[src/rtl/wfx_trap_pkg.sv]
package wfx_trap_pkg;
  localparam int LVL_W = 2;
  localparam int FLT_W = 3;
  localparam int EC_W  = 6;
  localparam int SYN_W = 25;
  localparam int NUM_TGT = 3;

  typedef enum logic [FLT_W-1:0] {
    FLT_NONE  = 3'd0,
    FLT_UNDEF = 3'd1,
    FLT_SVC   = 3'd2,
    FLT_HYP   = 3'd3,
    FLT_MON   = 3'd4
  } fault_e;

  localparam logic [EC_W-1:0]  EC_WAIT_TRAP = 6'h01;
  localparam logic [SYN_W-1:0] SYN_BASE     = 25'h1E00000;
endpackage

[src/rtl/wfx_lvl_check.sv]
module wfx_lvl_check #(
  parameter int LEVEL = 1
) (
  input  logic is_evt,
  input  logic ctl_evt,
  input  logic ctl_int,
  input  logic eligible,
  output logic hit
);
  logic raw;

  generate
    if (LEVEL == 1) begin : g_clear_traps
      // level 1 holds "do not trap" bits
      assign raw = is_evt ? ~ctl_evt : ~ctl_int;
    end else begin : g_set_traps
      assign raw = is_evt ? ctl_evt : ctl_int;
    end
  endgenerate

  assign hit = eligible & raw;
endmodule

[src/rtl/wfx_route_sel.sv]
module wfx_route_sel
  import wfx_trap_pkg::*;
(
  input  logic [NUM_TGT:1]  hit,
  input  logic [NUM_TGT:1]  lvl_wide,
  output logic              trap,
  output logic [LVL_W-1:0]  tgt_lvl,
  output logic [FLT_W-1:0]  fault
);
  logic [NUM_TGT:0] wide_ext;
  fault_e           flt;

  assign wide_ext = {lvl_wide, 1'b0};

  always_comb begin
    tgt_lvl = '0;
    for (int i = NUM_TGT; i >= 1; i--) begin
      if (hit[i]) tgt_lvl = LVL_W'(i);
    end
  end

  assign trap = |hit;

  always_comb begin
    case (tgt_lvl)
      2'd1:    flt = wide_ext[tgt_lvl] ? FLT_SVC : FLT_UNDEF;
      2'd2:    flt = FLT_HYP;
      2'd3:    flt = FLT_MON;
      default: flt = FLT_NONE;
    endcase
  end

  assign fault = flt;
endmodule

[src/rtl/wfx_trap_route.sv]
module wfx_trap_route
  import wfx_trap_pkg::*;
(
  input  logic              clk,
  input  logic              rst,
  input  logic              req_valid,
  input  logic              req_is_evt,
  input  logic [LVL_W-1:0]  cur_lvl,
  input  logic              sec_state,
  input  logic              has_lvl2,
  input  logic              has_lvl3,
  input  logic [3:1]        lvl_wide,
  input  logic              sys_nt_evt,
  input  logic              sys_nt_int,
  input  logic              hyp_t_evt,
  input  logic              hyp_t_int,
  input  logic              mon_t_evt,
  input  logic              mon_t_int,
  output logic              rsp_valid,
  output logic              rsp_trap,
  output logic [LVL_W-1:0]  rsp_lvl,
  output logic [FLT_W-1:0]  rsp_fault,
  output logic [EC_W-1:0]   rsp_ec,
  output logic [SYN_W-1:0]  rsp_syn
);
  logic [NUM_TGT:1] elig;
  logic [NUM_TGT:1] ctl_e;
  logic [NUM_TGT:1] ctl_i;
  logic [NUM_TGT:1] hit;
  logic             trap_c;
  logic [LVL_W-1:0] lvl_c;
  logic [FLT_W-1:0] flt_c;

  // candidate gating by current level, security state and presence
  assign elig[1] = (cur_lvl == 2'd0);
  assign elig[2] = has_lvl2 & ~sec_state & (cur_lvl <= 2'd1);
  assign elig[3] = has_lvl3 & (cur_lvl != 2'd3);

  assign ctl_e = {mon_t_evt, hyp_t_evt, sys_nt_evt};
  assign ctl_i = {mon_t_int, hyp_t_int, sys_nt_int};

  generate
    for (genvar g = 1; g <= NUM_TGT; g++) begin : g_tgt
      wfx_lvl_check #(.LEVEL(g)) u_chk (
        .is_evt   (req_is_evt),
        .ctl_evt  (ctl_e[g]),
        .ctl_int  (ctl_i[g]),
        .eligible (elig[g]),
        .hit      (hit[g])
      );
    end
  endgenerate

  wfx_route_sel u_sel (
    .hit      (hit),
    .lvl_wide (lvl_wide),
    .trap     (trap_c),
    .tgt_lvl  (lvl_c),
    .fault    (flt_c)
  );

  always_ff @(posedge clk) begin
    if (rst) begin
      rsp_valid <= 1'b0;
      rsp_trap  <= 1'b0;
      rsp_lvl   <= '0;
      rsp_fault <= '0;
      rsp_ec    <= '0;
      rsp_syn   <= '0;
    end else begin
      rsp_valid <= req_valid;
      if (req_valid && trap_c) begin
        rsp_trap  <= 1'b1;
        rsp_lvl   <= lvl_c;
        rsp_fault <= flt_c;
        rsp_ec    <= EC_WAIT_TRAP;
        rsp_syn   <= SYN_BASE | SYN_W'(req_is_evt);
      end else begin
        rsp_trap  <= 1'b0;
        rsp_lvl   <= '0;
        rsp_fault <= '0;
        rsp_ec    <= '0;
        rsp_syn   <= '0;
      end
    end
  end
endmodule

[config.mk]
export PLATFORM = sky130hd
export DESIGN_NAME = wfx_trap_route
export DESIGN_NICKNAME = d
export VERILOG_FILES = /design/src/rtl/wfx_trap_pkg.sv /design/src/rtl/wfx_lvl_check.sv /design/src/rtl/wfx_route_sel.sv /design/src/rtl/wfx_trap_route.sv
export SDC_FILE = /design/constraint.sdc
export NUM_CORES = 1
export LEC_CHECK = 0
export BUFFER_PORTS_ARGS = -buffer_cell sky130_fd_sc_hd__buf_2
export CAP_MARGIN = 20
export CORE_UTILIZATION = 34
export DETAILED_ROUTE_END_ITERATION = 6
export HOLD_SLACK_MARGIN = 0.1
export PLACE_DENSITY = 0.77
export SETUP_SLACK_MARGIN = 0.15
export SYNTH_ARGS = -nofsm -noshare
export SYNTH_HDL_FRONTEND = slang
export SYNTH_SLANG_ARGS = --single-unit
[constraint.sdc]
create_clock -name clk -period 1.1 [get_ports clk]
set_input_delay 0.11 -clock clk [delete_from_list [all_inputs] [get_ports clk]]
set_output_delay 0.11 -clock clk [all_outputs]
set_load 0.05 [all_outputs]
Yosys cells after proc, flatten, opt, wreduce, memory -nomap -nowiden
Index checks and enable logic that the tools add are counted.

cells by class
  order comparisons = 2
  reduce and logical (&&, ||, !) cells = 4
  mux-type cells = 13
  bitwise gates (word level) = 10
  equality and inequality tests = 4

operators by type and width
  cell                  count
  $mux W25              1
  $pmux W3 S3           1
  $mux W2               4
  $and A1 B1 Y1         6
  $mux W1               6
  $eq A2 B2 Y1 const B  2
  $not A1 Y1            4
  $lt A2 B3 Y1 const B  1
  $reduce_or A3 Y1      1
  $bmux W1 S2           1
  $eq A2 B1 Y1 const B  1
  $le A2 B1 Y1 const B  1
  $logic_not A2 Y1      1
  $ne A2 B2 Y1 const B  1
  $reduce_or A2 Y1      1
  $logic_and A1 B1 Y1   1

word-level totals
  output and inout port bits = 38
  bits in registers = 38
  bits of input ports = 18
  word-level logic and storage cells = 40

Longest topological paths before layout
Gate-level depths: netlist of run 1.

  depth after elaboration = 10
  depth in mapped cells = 4
  gate-level depth less buffers = 4

By module
A second synthesis of run 1 with hierarchy kept.

second synthesis, totals
  cell total of the unflattened synthesis = 66
  area, all modules = 581.8 µm²

by module, submodules not included
  module          seq. area each (µm²)  area each (µm²)  cells each  times used
  wfx_trap_route  160.2                 483.0            50          1
  wfx_route_sel   0.0                   50.0             10          1
  wfx_lvl_check   0.0                   16.3             2           3

Worst setup path after synthesis of run 1
No wires, ideal clock.

  path kind = register to output
  start point = register, netlist name rsp_syn[23]
  end point = output port rsp_ec[0]
  stages on the path, launching flop included = 2
  data arrival time = 0.973 ns
  path buffers = 1
  slack = 0.017 ns
  data required time = 0.990 ns
  path through = dfxtp_1 -> buf_4

RTL lines
  what       RTL line              text
  to (decl)  wfx_trap_route.sv:23  output logic [EC_W-1:0] rsp_ec,

Worst setup path after layout of run 1
  start point = input port req_is_evt
  end point = register rsp_fault[1]

between the ends
  cells in the longest elaborated chain, start to end = 9
  elaborated cells between the ends (all ways) = 20
  those cells by class = eq/ne (3); mux (10); bitwise (4); reduce/logical (3)

RTL lines
  what                           RTL line              text
  from (decl)                    wfx_trap_route.sv:7   input logic req_is_evt,
  $mux W1                        wfx_lvl_check.sv:17   assign raw = is_evt ? ctl_evt : ctl_int;
  $and A1 B1 Y1                  wfx_lvl_check.sv:21   assign hit = eligible & raw;
  $mux W2 (3 in series)          wfx_route_sel.sv:18   if (hit[i]) tgt_lvl = LVL_W'(i);
  $bmux W1 S2                    wfx_route_sel.sv:26   2'd1: flt = wide_ext[tgt_lvl] ? FLT_SVC : FLT_UNDEF;
  $mux W1 (implied by the code)  wfx_route_sel.sv:26
  $mux W2                        wfx_route_sel.sv:26
  $pmux W3 S3                    wfx_route_sel.sv:25   case (tgt_lvl)
  to (signal assigned)           wfx_trap_route.sv:75  rsp_fault <= flt_c;
  to (decl)                      wfx_trap_route.sv:22  output logic [FLT_W-1:0] rsp_fault,

Parallel ways exist; a longest one is shown, timed or not. The select of a mux whose other input is x is not followed.
A chain may end at the register's enable or synchronous reset.

==> results of run 1 <==
-- cells in the final DEF (no fill, tap or decap), types with 2 or more instances in the layout --
cell,count
nand2_1,3
dfxtp_1,7
a21oi_1,3
buf_4,11
buf_2,21
conb_1,25
nand2b_1,2
buf_6,2
clkbuf_4,3
-- Yosys cell counts --
cell type and count:
a2111oi_4 1, a211oi_1 1, a21oi_1 4, buf_4 30, conb_1 1, dfxtp_1 8, inv_1 1, mux2_2 1
nand2_1 3, nand2b_1 2, nand3_1 1, nor2_1 1, nor2b_1 1, nor2b_2 2, nor3b_1 1, o2111ai_1 1
o21a_1 1, or2_1 1, or2b_1 1
-- cell type report --
cell class              count  area [um^2]  area share
multi-input cells          47        275.3      0.3971
repair buffers             34        210.2      0.3032
flip-flops and latches      8        161.4      0.2329
clock buffers               3        22.52     0.03249
well taps                  16        20.02     0.02888
inverters                   1        3.754    0.005415
-- cells by family after synthesis --
family	Yosys count	synth area share
buffers and inverters	31	0.4140
muxes	1	0.02036
and+or+nand+nor	13	0.1403
DFF	8	0.2896
AOI/OAI and AO/OA	8	0.1290
other	1	0.006781
-- power by group through the flow --
stage	sequential (mW)	clock [mW]	combinational, mW
2_1_floorplan	0.346	0	0.333
3_3_place_gp	0.310	0	0.353
3_5_place_dp	0.310	0	0.356
4_1_cts	0.304	0.219	0.356
5_1_grt	0.305	0.232	0.394
6_report	0.305	0.208	0.377
-- worst min-delay path by stage --
stage / from / to / slack (ns)
final: lvl_wide[1] / rsp_fault[0] / 0.16
after global routing: lvl_wide[1] / rsp_fault[1] / 0.17
after CTS: lvl_wide[1] / rsp_fault[1] / 0.12
after detailed placement: lvl_wide[1] / rsp_fault[1] / 0.38
after global placement: lvl_wide[1] / rsp_fault[1] / 0.37
after floorplan: req_is_evt / rsp_syn[0] / 0.23
-- through the flow --
stage | setup TNS (ns) | util
5_1_grt | 0 | 0.4601
4_1_cts | 0 | 0.4244
3_5_place_dp | -0.3882 | 0.4095
2_1_floorplan | 0 | -
6_report | 0 | 0.4601
3_3_place_gp | -0.2719 | 0.4095
-- routing by layer --
metal,share of wire,wire [um],vias up,GRT usage
met4,0,0,0,0.09375
met1,0.31,286,178,0.09840
met3,0.11,103,0,0.008621
met2,0.57,519,32,0.1723
li1,-,-,207,-
met5,0,0,-,0
-- critical path: stages --
cell and delay, ns:
buf_6 0.11, buf_4 0.12, nor2b_2 0.14, a2111oi_4 0.04
buf_4 0.16, or2_4 0.26, a21oi_1 0.14
-- state kept, by name, summed over array words and instances (netlist names) --
signal,flops
rsp_fault,3
rsp_lvl,2
rsp_syn,2
rsp_valid,1
-- timing repair --
action	in CTS	in global routing
endpoints found under the setup margin	6	11
pin swaps	0	1
resized for setup	0	20
buffers inserted	0	1
hold buffers	0	0
==> impl_metrics.csv, run 1 <==
group,metric,value,unit
placement,place_area,616.8,um^2
global_routing,antenna_found_initial,0,
cts,cts_made_buffers,3,
timing,whs,0.1558,ns
min_path,hold_path_class,"in2reg",
die,design.core.area,1506,um^2
routing,num_vias,417,
placement,port-buffer-count,28,
placement,gp_congestion,0.6782,
final_layout,n_antenna_cell,0,
worst_setup_path,endpoint,"rsp_fault[1]",
placement,dp_cells,105,
worst_setup_path,cp-end-kind,"register",
timing,rsz0062_at_grt,"true",
placement,post-place-ws,-0.1067,ns
timing,setup_viol,0,
final_layout,fin_cells,109,
routing,routed_wl,910,um
timing,fmax,1.078,GHz
power,peakVddDrop,0.0004196,V
die,io_pins,56,
timing,worst_slack,0.1725,ns
power,p_comb_frac,0.424,
final_layout,final_area,693.2,um^2
yosys,syn_area,553.0,um^2
worst_setup_path,critPathLaunch,"req_is_evt",
yosys,synth_top_area_frac,0.4072,
final_layout,fillers,166,
global_routing,grt_pass1_vias,343,
die,start_util,0.3671,
final_layout,area_growth,25.34,%
power,power_frac_clock,0.233,
min_path,holdPathStages,3,
final_layout,drive_gt1_frac,0.4946,
die,core.rowCount,14,
die,dieArea,1792,um^2
power,power_density,1283,nW/um^2
worst_setup_path,arrival,1.09,ns
cts,clk_pin_slew,0.05,ns
die,die_x,42.33,um
global_routing,grt_max_degree,7,
yosys,ys_seq_elements,8,
worst_setup_path,cp_max_fo,6,
run_status,outcome,"complete, no violations",
yosys,yosys-top-cells-area,"buf_4 41%, dfxtp_1 29%, a2111oi_4 5.0%",
timing,period_share,0.8431,
power,power,0.8896,mW
power,netSwitchingPower,0.3884,mW
yosys,yosysWarningCount,0,
final_layout,fin_nets,113,
routing,avgRoutedWirePerCell,8.349,um
global_routing,grt_first_pass_wirelength,1.317,mm
power,seq_power_share,0.343,
yosys,synth_top_cell_by_area,"buf_4",
worst_setup_path,cp.required,1.27,ns
cts,cts_buffer_depth,2,
power,power_leakage,0.3823,nW
routing,remaining_drc_errors,0,
timing,hold_violations,0,
yosys,synth_cell_types,19,
power,p_sw_frac,0.4366,
global_routing,grt-ovfl-total,0,
yosys,syn_avg_cell_area,8.920,um^2
worst_setup_path,worstSetupStartpointType,"input port",
power,internal_power,0.5012,mW
worst_setup_path,crit_type,"in2reg",
yosys,syn_inst,62,
timing,slew_violations,0,
cts,cts_root_buf,"clkbuf_4",
global_routing,track_usage,0.09795,
cts,h-tree-depth,1,
routing,ant_nets,0,
yosys,ys_seq_area_frac,0.2896,
routing,drtPass1Iterations,4,
routing,viasPerCell,3.826,
timing,period_minus_slack,0.9275,ns
routing,drt-initial-drc-count,3,
cts,clock-sinks,8,
cts,cts_tree,"done",
die,die_y,42.33,um
flow_run,max_cap_violations,0,
Note: power is estimated with default switching activity, not from simulation.
==> run 2: changes to the inputs <==
--- a/config.mk
+++ b/config.mk
@@ -5,12 +5,13 @@
 export SDC_FILE = /design/constraint.sdc
 export NUM_CORES = 1
 export LEC_CHECK = 0
+export ABC_AREA = 1
 export BUFFER_PORTS_ARGS = -buffer_cell sky130_fd_sc_hd__buf_2
 export CAP_MARGIN = 20
-export CORE_UTILIZATION = 34
+export CORE_UTILIZATION = 35
 export DETAILED_ROUTE_END_ITERATION = 6
 export HOLD_SLACK_MARGIN = 0.1
-export PLACE_DENSITY = 0.77
+export PLACE_DENSITY = 0.78
 export SETUP_SLACK_MARGIN = 0.15
 export SYNTH_ARGS = -nofsm -noshare
 export SYNTH_HDL_FRONTEND = slang
==> constraint.sdc (replaced) <==
create_clock -name clk -period 0.9 [get_ports clk]
set_input_delay 0.09 -clock clk [delete_from_list [all_inputs] [get_ports clk]]
set_output_delay 0.09 -clock clk [all_outputs]
set_load 0.05 [all_outputs]
==> run 2 against run 1 <==
  * The run now ends with negative setup slack left
  * Clock power rose by 39%
  * Synthesized area rose by 3.8%
  * Largest power group unchanged
  * Critical path type is now reg2out
  * Via count rose by 4.6%
  * Clock-buffer cell count rose by 1
  * Final cell count rose by 10%
  * Setup slack got worse by 0.18 ns
==> impl_metrics.csv, run 2 <==
group,metric,value,unit
yosys,synth_top_area_frac,0.3922,
die,die_x,42.51,um
cts,cts_buffer_depth,2,
run_status,violations,"negative setup slack",
routing,num_vias,436,
yosys,yosysWarningCount,0,
die,dieArea,1807,um^2
routing,viasPerCell,3.633,
routing,remaining_drc_errors,0,
worst_setup_path,cp_cell_sequence,"buf_6",
power,power_leakage,0.4518,nW
power,p_comb_frac,0.409,
power,netSwitchingPower,0.4965,mW
power,internal_power,0.6338,mW
yosys,synth_top_cell_by_area,"buf_4",
final_layout,area_growth,32.03,%
worst_setup_path,crit_type,"reg2out",
yosys,syn_area,574.3,um^2
cts,post-cts-setup-buffers,0,
worst_setup_path,cp_slowest_stage_delay,0.39,ns
worst_setup_path,cp_max_fo,6,
routing,drt-initial-drc-count,6,
min_path,hold_path_class,"in2reg",
yosys,ys.flop_type,"dfxtp_1",
final_layout,n_antenna_cell,0,
final_layout,drive_gt1_frac,0.4231,
worst_setup_path,cp-end-kind,"output port",
cts,cts_root_buf,"clkbuf_4",
global_routing,track_usage,0.1038,
yosys,synth_edf_count,0,
timing,hold_violations,0,
die,io_pins,56,
yosys,synth-async-reset-ratio,0,
worst_setup_path,arrival,0.81,ns
power,power_density,1491,nW/um^2
yosys,post-synth-top-count-cell,"buf_4",
placement,gp_congestion,0.6833,
yosys,ys_seq_elements,8,
yosys,yosys-top-cells-area,"buf_4 39%, dfxtp_1 28%, nand2_1 9.8%",
routing,drtPass1Iterations,4,
yosys,syn_avg_cell_area,7.458,um^2
final_layout,fin_nets,123,
placement,port-buffer-count,28,
placement,dpl.hpwl,723.7,um
power,seq_power_share,0.335,
timing,period_minus_slack,0.9047,ns
die,start_util,0.3768,
yosys,syn_inst,77,
timing,period_share,1.005,
cts,cts_made_buffers,3,
global_routing,grt_busiest_layer,"met2",
final_layout,final_util,0.4975,
cts,clock-sinks,8,
final_layout,mostFrequentLayoutCells,"25 x conb_1, 15 x nand2_1, 15 x buf_2",
worst_setup_path,crit_family,"flip-flops",
die,design.core.area,1524,um^2
cts,h-tree-depth,1,
yosys,synthTopCellsByCount,"30 x buf_4, 15 x nand2_1, 8 x dfxtp_1, 8 x nor2_1, 6 x inv_1",
global_routing,antenna_found_initial,0,
die,core.rowCount,14,
cts,cts_tree,"done",
worst_setup_path,crit_buf_inv,1,
run_status,outcome,"finished with violations",
power,peakVddDrop,0.0004998,V
timing,whs,0.06476,ns
final_layout,top_regs,"rsp_fault: 3 flops, rsp_lvl: 2 flops, rsp_syn: 2 flops",
power,p_sw_frac,0.4393,
timing,rsz0062_at_grt,"true",
worst_setup_path,worstSetupStartpointType,"register",
power,power,1.130,mW
timing,fmax,1.105,GHz
timing,setup_viol,6,
final_layout,largest_reg_flops,3,
routing,avgRoutedWirePerCell,6.883,um
die,die_y,42.51,um
final_layout,regMostFlops,"rsp_fault",
timing,worst_slack,-0.004738,ns
global_routing,grt-ovfl-total,0,
final_layout,layout_commonest_cell,"conb_1",
timing,slew_violations,0,
routing,ant_nets,0,
global_routing,grt_util_met1,0.1105,
cts,hold_buffers,1,
cts,clk_pin_slew,0.05,ns
global_routing,met2_usage,0.1754,
routing,routed_wl,826,um
global_routing,grt_max_degree,7,
flow_run,max_cap_violations,0,
power,power_frac_clock,0.257,
worst_setup_path,cp.required,0.81,ns
worst_setup_path,cp_slowest_cell,"dfxtp_4",
yosys,synth_cell_types,13,
global_routing,met3_usage,0.01293,
yosys,ys_seq_area_frac,0.2789,
global_routing,grt_pass1_vias,374,
global_routing,grt_first_pass_wirelength,1.414,mm
run 2: cell types whose count changed after synthesis, sizes merged, moves of 2 or more:
cell,before,now
nand2b,2,0
a21oi,4,2
inv,1,7
nor2b,3,0
nand2,3,17
nor2,1,9
run 2: cell type report:
class / instances / area [um^2]
multi-input combinational: 56 / 252.7
tap: 16 / 20.02
timing repair buffer: 29 / 260.3
clock buffer: 4 / 26.28
fill: 158 / 765.7
inverter: 7 / 26.28
sequential: 8 / 172.7
run 2: repair_timing:
| item | in CTS | in global routing |
|---|---|---|
| hold endpoints to repair | 2 | 1 |
| pin swaps | 0 | 2 |
| endpoints found under the setup margin | 13 | 15 |
| resized for setup | 40 | 1 |
run 2: logic make-up after synthesis:
logic type / share of synthesized area
AO/OA/AOI/OAI: 0.03051
buffers and inverters: 0.4379
flip-flops: 0.2789
other: 0.006530
AND/OR/NAND/NOR: 0.2462
run 2: stage by stage:
stage               instance area, um^2  setup WS, ns   TNS, ns  std cells
finish                            758.2     -0.004738  -0.02088        120
floorplan                         668.1        0.1459         0        101
detailed placement                603.1       0.04787         0        115
CTS                               755.7      -0.01765   -0.1013        120
global placement                  603.1        0.1139         0        115
global route                      758.2      -0.03947   -0.2301        120
run 2: final timing paths:
kind / slack (ns) / startpoint / cells after the start / to
min: 0.06 / rst / 2 / rsp_valid
max: -0.005 / rsp_syn[23] / 1 / rsp_syn[24]
run 2: power by group through the flow:
| stage | sequential (mW) | clock, mW | combinational (mW) |
|---|---|---|---|
| floorplan | 0.420 | 0 | 0.415 |
| global placement | 0.376 | 0 | 0.420 |
| detailed placement | 0.377 | 0 | 0.424 |
| CTS | 0.378 | 0.302 | 0.460 |
| global route | 0.379 | 0.325 | 0.485 |
| finish | 0.378 | 0.290 | 0.462 |
run 2: routing by layer:
metal / vias to the layer above / wire length, um
met4: 0 / 27
met2: 39 / 440
li1: 226 / -
met3: 3 / 93
met1: 168 / 265
met5: - / 0
==> run 3: changes to the inputs <==
--- a/config.mk
+++ b/config.mk
@@ -10,6 +10,7 @@
 export CAP_MARGIN = 20
 export CORE_UTILIZATION = 35
 export DETAILED_ROUTE_END_ITERATION = 6
+export GPL_TIMING_DRIVEN = 0
 export HOLD_SLACK_MARGIN = 0.1
 export PLACE_DENSITY = 0.78
 export SETUP_SLACK_MARGIN = 0.15
==> run 3 against run 2 <==
  * The run still ends with negative setup slack left
  * Largest power group unchanged
  * Die area unchanged
  * Sequential share of layout area shrank 5.6 points
  * Final cell count is 24% higher
  * Sequential power barely moved
  * Core utilization rose by 16 points
  * Critical path depth up 1
  * Critical path type unchanged
  * Highest routed layer is now met3
  * Maximum frequency down 7.4%
  * Hold slack improved by 0.0066 ns
  * Global-route usage grew 1.7 points
  * Routed wire length rose by 29%
==> impl_metrics.csv, run 3 (synthesis gave the netlist of run 2 again) <==
group,metric,value,unit
die,start_util,0.3768,
power,seq_power_share,0.303,
placement,port-buffer-count,28,
final_layout,n_antenna_cell,0,
final_layout,drive_gt1_frac,0.5564,
final_layout,area_growth,74.94,%
flow_run,max_cap_violations,0,
timing,fmax,1.023,GHz
run_status,violations,"negative setup slack",
global_routing,track_usage,0.1207,
timing,hold_violations,0,
die,die_y,42.51,um
placement,dp_cells,145,
cts,post-cts-setup-buffers,0,
routing,drt-initial-drc-count,5,
final_layout,regMostFlops,"rsp_fault",
min_path,holdPathStages,2,
timing,slew_violations,0,
worst_setup_path,arrival,0.89,ns
power,peakVddDrop,0.0005418,V
timing,period_share,1.086,
cts,clk_pin_slew,0.06,ns
cts,h-tree-depth,1,
timing,period_minus_slack,0.9775,ns
global_routing,grt-ovfl-total,0,
power,p_sw_frac,0.4166,
worst_setup_path,critPathLaunch,"rsp_syn[23]",
worst_setup_path,cp_slowest_stage_delay,0.39,ns
min_path,min-delay-start,"rst",
worst_setup_path,cp_cell_sequence,"buf_6 -> buf_8",
cts,cts_root_buf,"clkbuf_4",
routing,met2RoutedLength,619,um
power,p_comb_frac,0.462,
final_layout,top_regs,"rsp_fault: 3 flops, rsp_lvl: 2 flops, rsp_syn: 2 flops",
placement,dpl.hpwl,859.4,um
die,design.core.area,1524,um^2
worst_setup_path,cp_slowest_cell,"dfxtp_4",
placement,gp_congestion,0.6738,
routing,remaining_drc_errors,0,
min_path,hold_path_class,"in2reg",
cts,cts_buffer_depth,2,
final_layout,fin_nets,152,
global_routing,grt_max_degree,7,
routing,drtPass1Iterations,4,
die,dieArea,1807,um^2
die,core.rowCount,14,
timing,rsz0062_at_grt,"true",
global_routing,grt_pass1_vias,439,
die,io_pins,56,
routing,maxUsedRoutingLayer,"met3",
power,power_frac_clock,0.235,
worst_setup_path,worstSetupStartpointType,"register",
routing,ant_nets,0,
final_layout,mostFrequentLayoutCells,"26 x buf_4, 25 x conb_1, 15 x nand2_1, 15 x buf_2, 12 x buf_8",
routing,routed_wl,1.066,mm
timing,fin_setup_tns,-0.4231,ns
cts,cts_made_buffers,3,
power,power_leakage,0.6124,nW
final_layout,layout_commonest_cell,"buf_4",
worst_setup_path,crit_type,"reg2out",
power,power_density,1242,nW/um^2
cts,clock-sinks,8,
run_status,outcome,"finished with violations",
routing,avgRoutedWirePerCell,7.154,um
power,internal_power,0.7278,mW
final_layout,fillers,139,
cts,cts_tree,"done",
die,die_x,42.51,um
routing,viasPerCell,3.577,
worst_setup_path,cp_max_fo,6,
final_layout,fin_cells,149,
final_layout,final_util,0.6593,
timing,worst_slack,-0.07747,ns
worst_setup_path,cp-end-kind,"output port",
routing,num_vias,533,
routing,dr_wl_met3,118,um
power,netSwitchingPower,0.5197,mW
global_routing,grt_first_pass_wirelength,1.669,mm
worst_setup_path,cp.required,0.81,ns
final_layout,largest_reg_flops,3,
timing,setup_viol,6,
global_routing,antenna_found_initial,0,
routing,wl_met1,328,um
-- run 3: cell count changes in the layout (fill, tap and decap cells not counted), sizes merged --
cell and change:
dlymetal6s4s -1, buf +30
-- run 3: power groups by stage --
| stage | Clock, mW | Sequential (mW) | Combinational, mW |
|---|---|---|---|
| 5_1_grt | 0.330 | 0.379 | 0.604 |
| 3_5_place_dp | 0 | 0.377 | 0.522 |
| 4_1_cts | 0.297 | 0.378 | 0.572 |
| 6_report | 0.293 | 0.378 | 0.576 |
| 2_1_floorplan | 0 | 0.420 | 0.415 |
| 3_3_place_gp | 0 | 0.377 | 0.519 |
-- run 3: worst paths after layout --
path | endpoint | slack (ns)
max | rsp_syn[23] | -0.08
min | rsp_valid | 0.07
-- run 3: critical path, delay by kind of cell (launching register included) --
kind / cells / cell delay, ns
flip-flops: 1 / 0.39
buffers and inverters: 2 / 0.24
-- run 3: cell type report --
cell class | count | area [um^2] | area share
timing repair buffer | 28 | 262.8 | 0.2615
multi-input combinational | 56 | 252.7 | 0.2516
buffer | 30 | 244.0 | 0.2428
sequential | 8 | 172.7 | 0.1719
clock buffer | 4 | 26.28 | 0.02615
inverter | 7 | 26.28 | 0.02615
tap | 16 | 20.02 | 0.01993
-- run 3: metal layers --
metal	GRT usage	vias to the layer above
li1	-	286
met2	0.2431	36
met4	0.07500	0
met3	0.004310	0
met5	0	-
met1	0.1158	211
-- run 3: timing repair --
item | CTS | global route
endpoints found under the setup margin | 13 | 13
resized for setup | 49 | 0
hold endpoints to repair | 2 | 1
-- run 3: through the flow --
| stage | area [um^2] | hold WS (ns) | total power, mW | setup WS (ns) |
|---|---|---|---|---|
| floorplan | 668.1 | 0.1690 | 0.8345 | 0.1459 |
| global placement | 828.3 | 0.3309 | 0.8954 | 0.1112 |
| detailed placement | 828.3 | 0.3365 | 0.8996 | 0.07541 |
| CTS | 1005 | 0.06575 | 1.247 | -0.07653 |
| global route | 1005 | 0.06229 | 1.314 | -0.1229 |
| finish | 1005 | 0.07141 | 1.248 | -0.07747 |
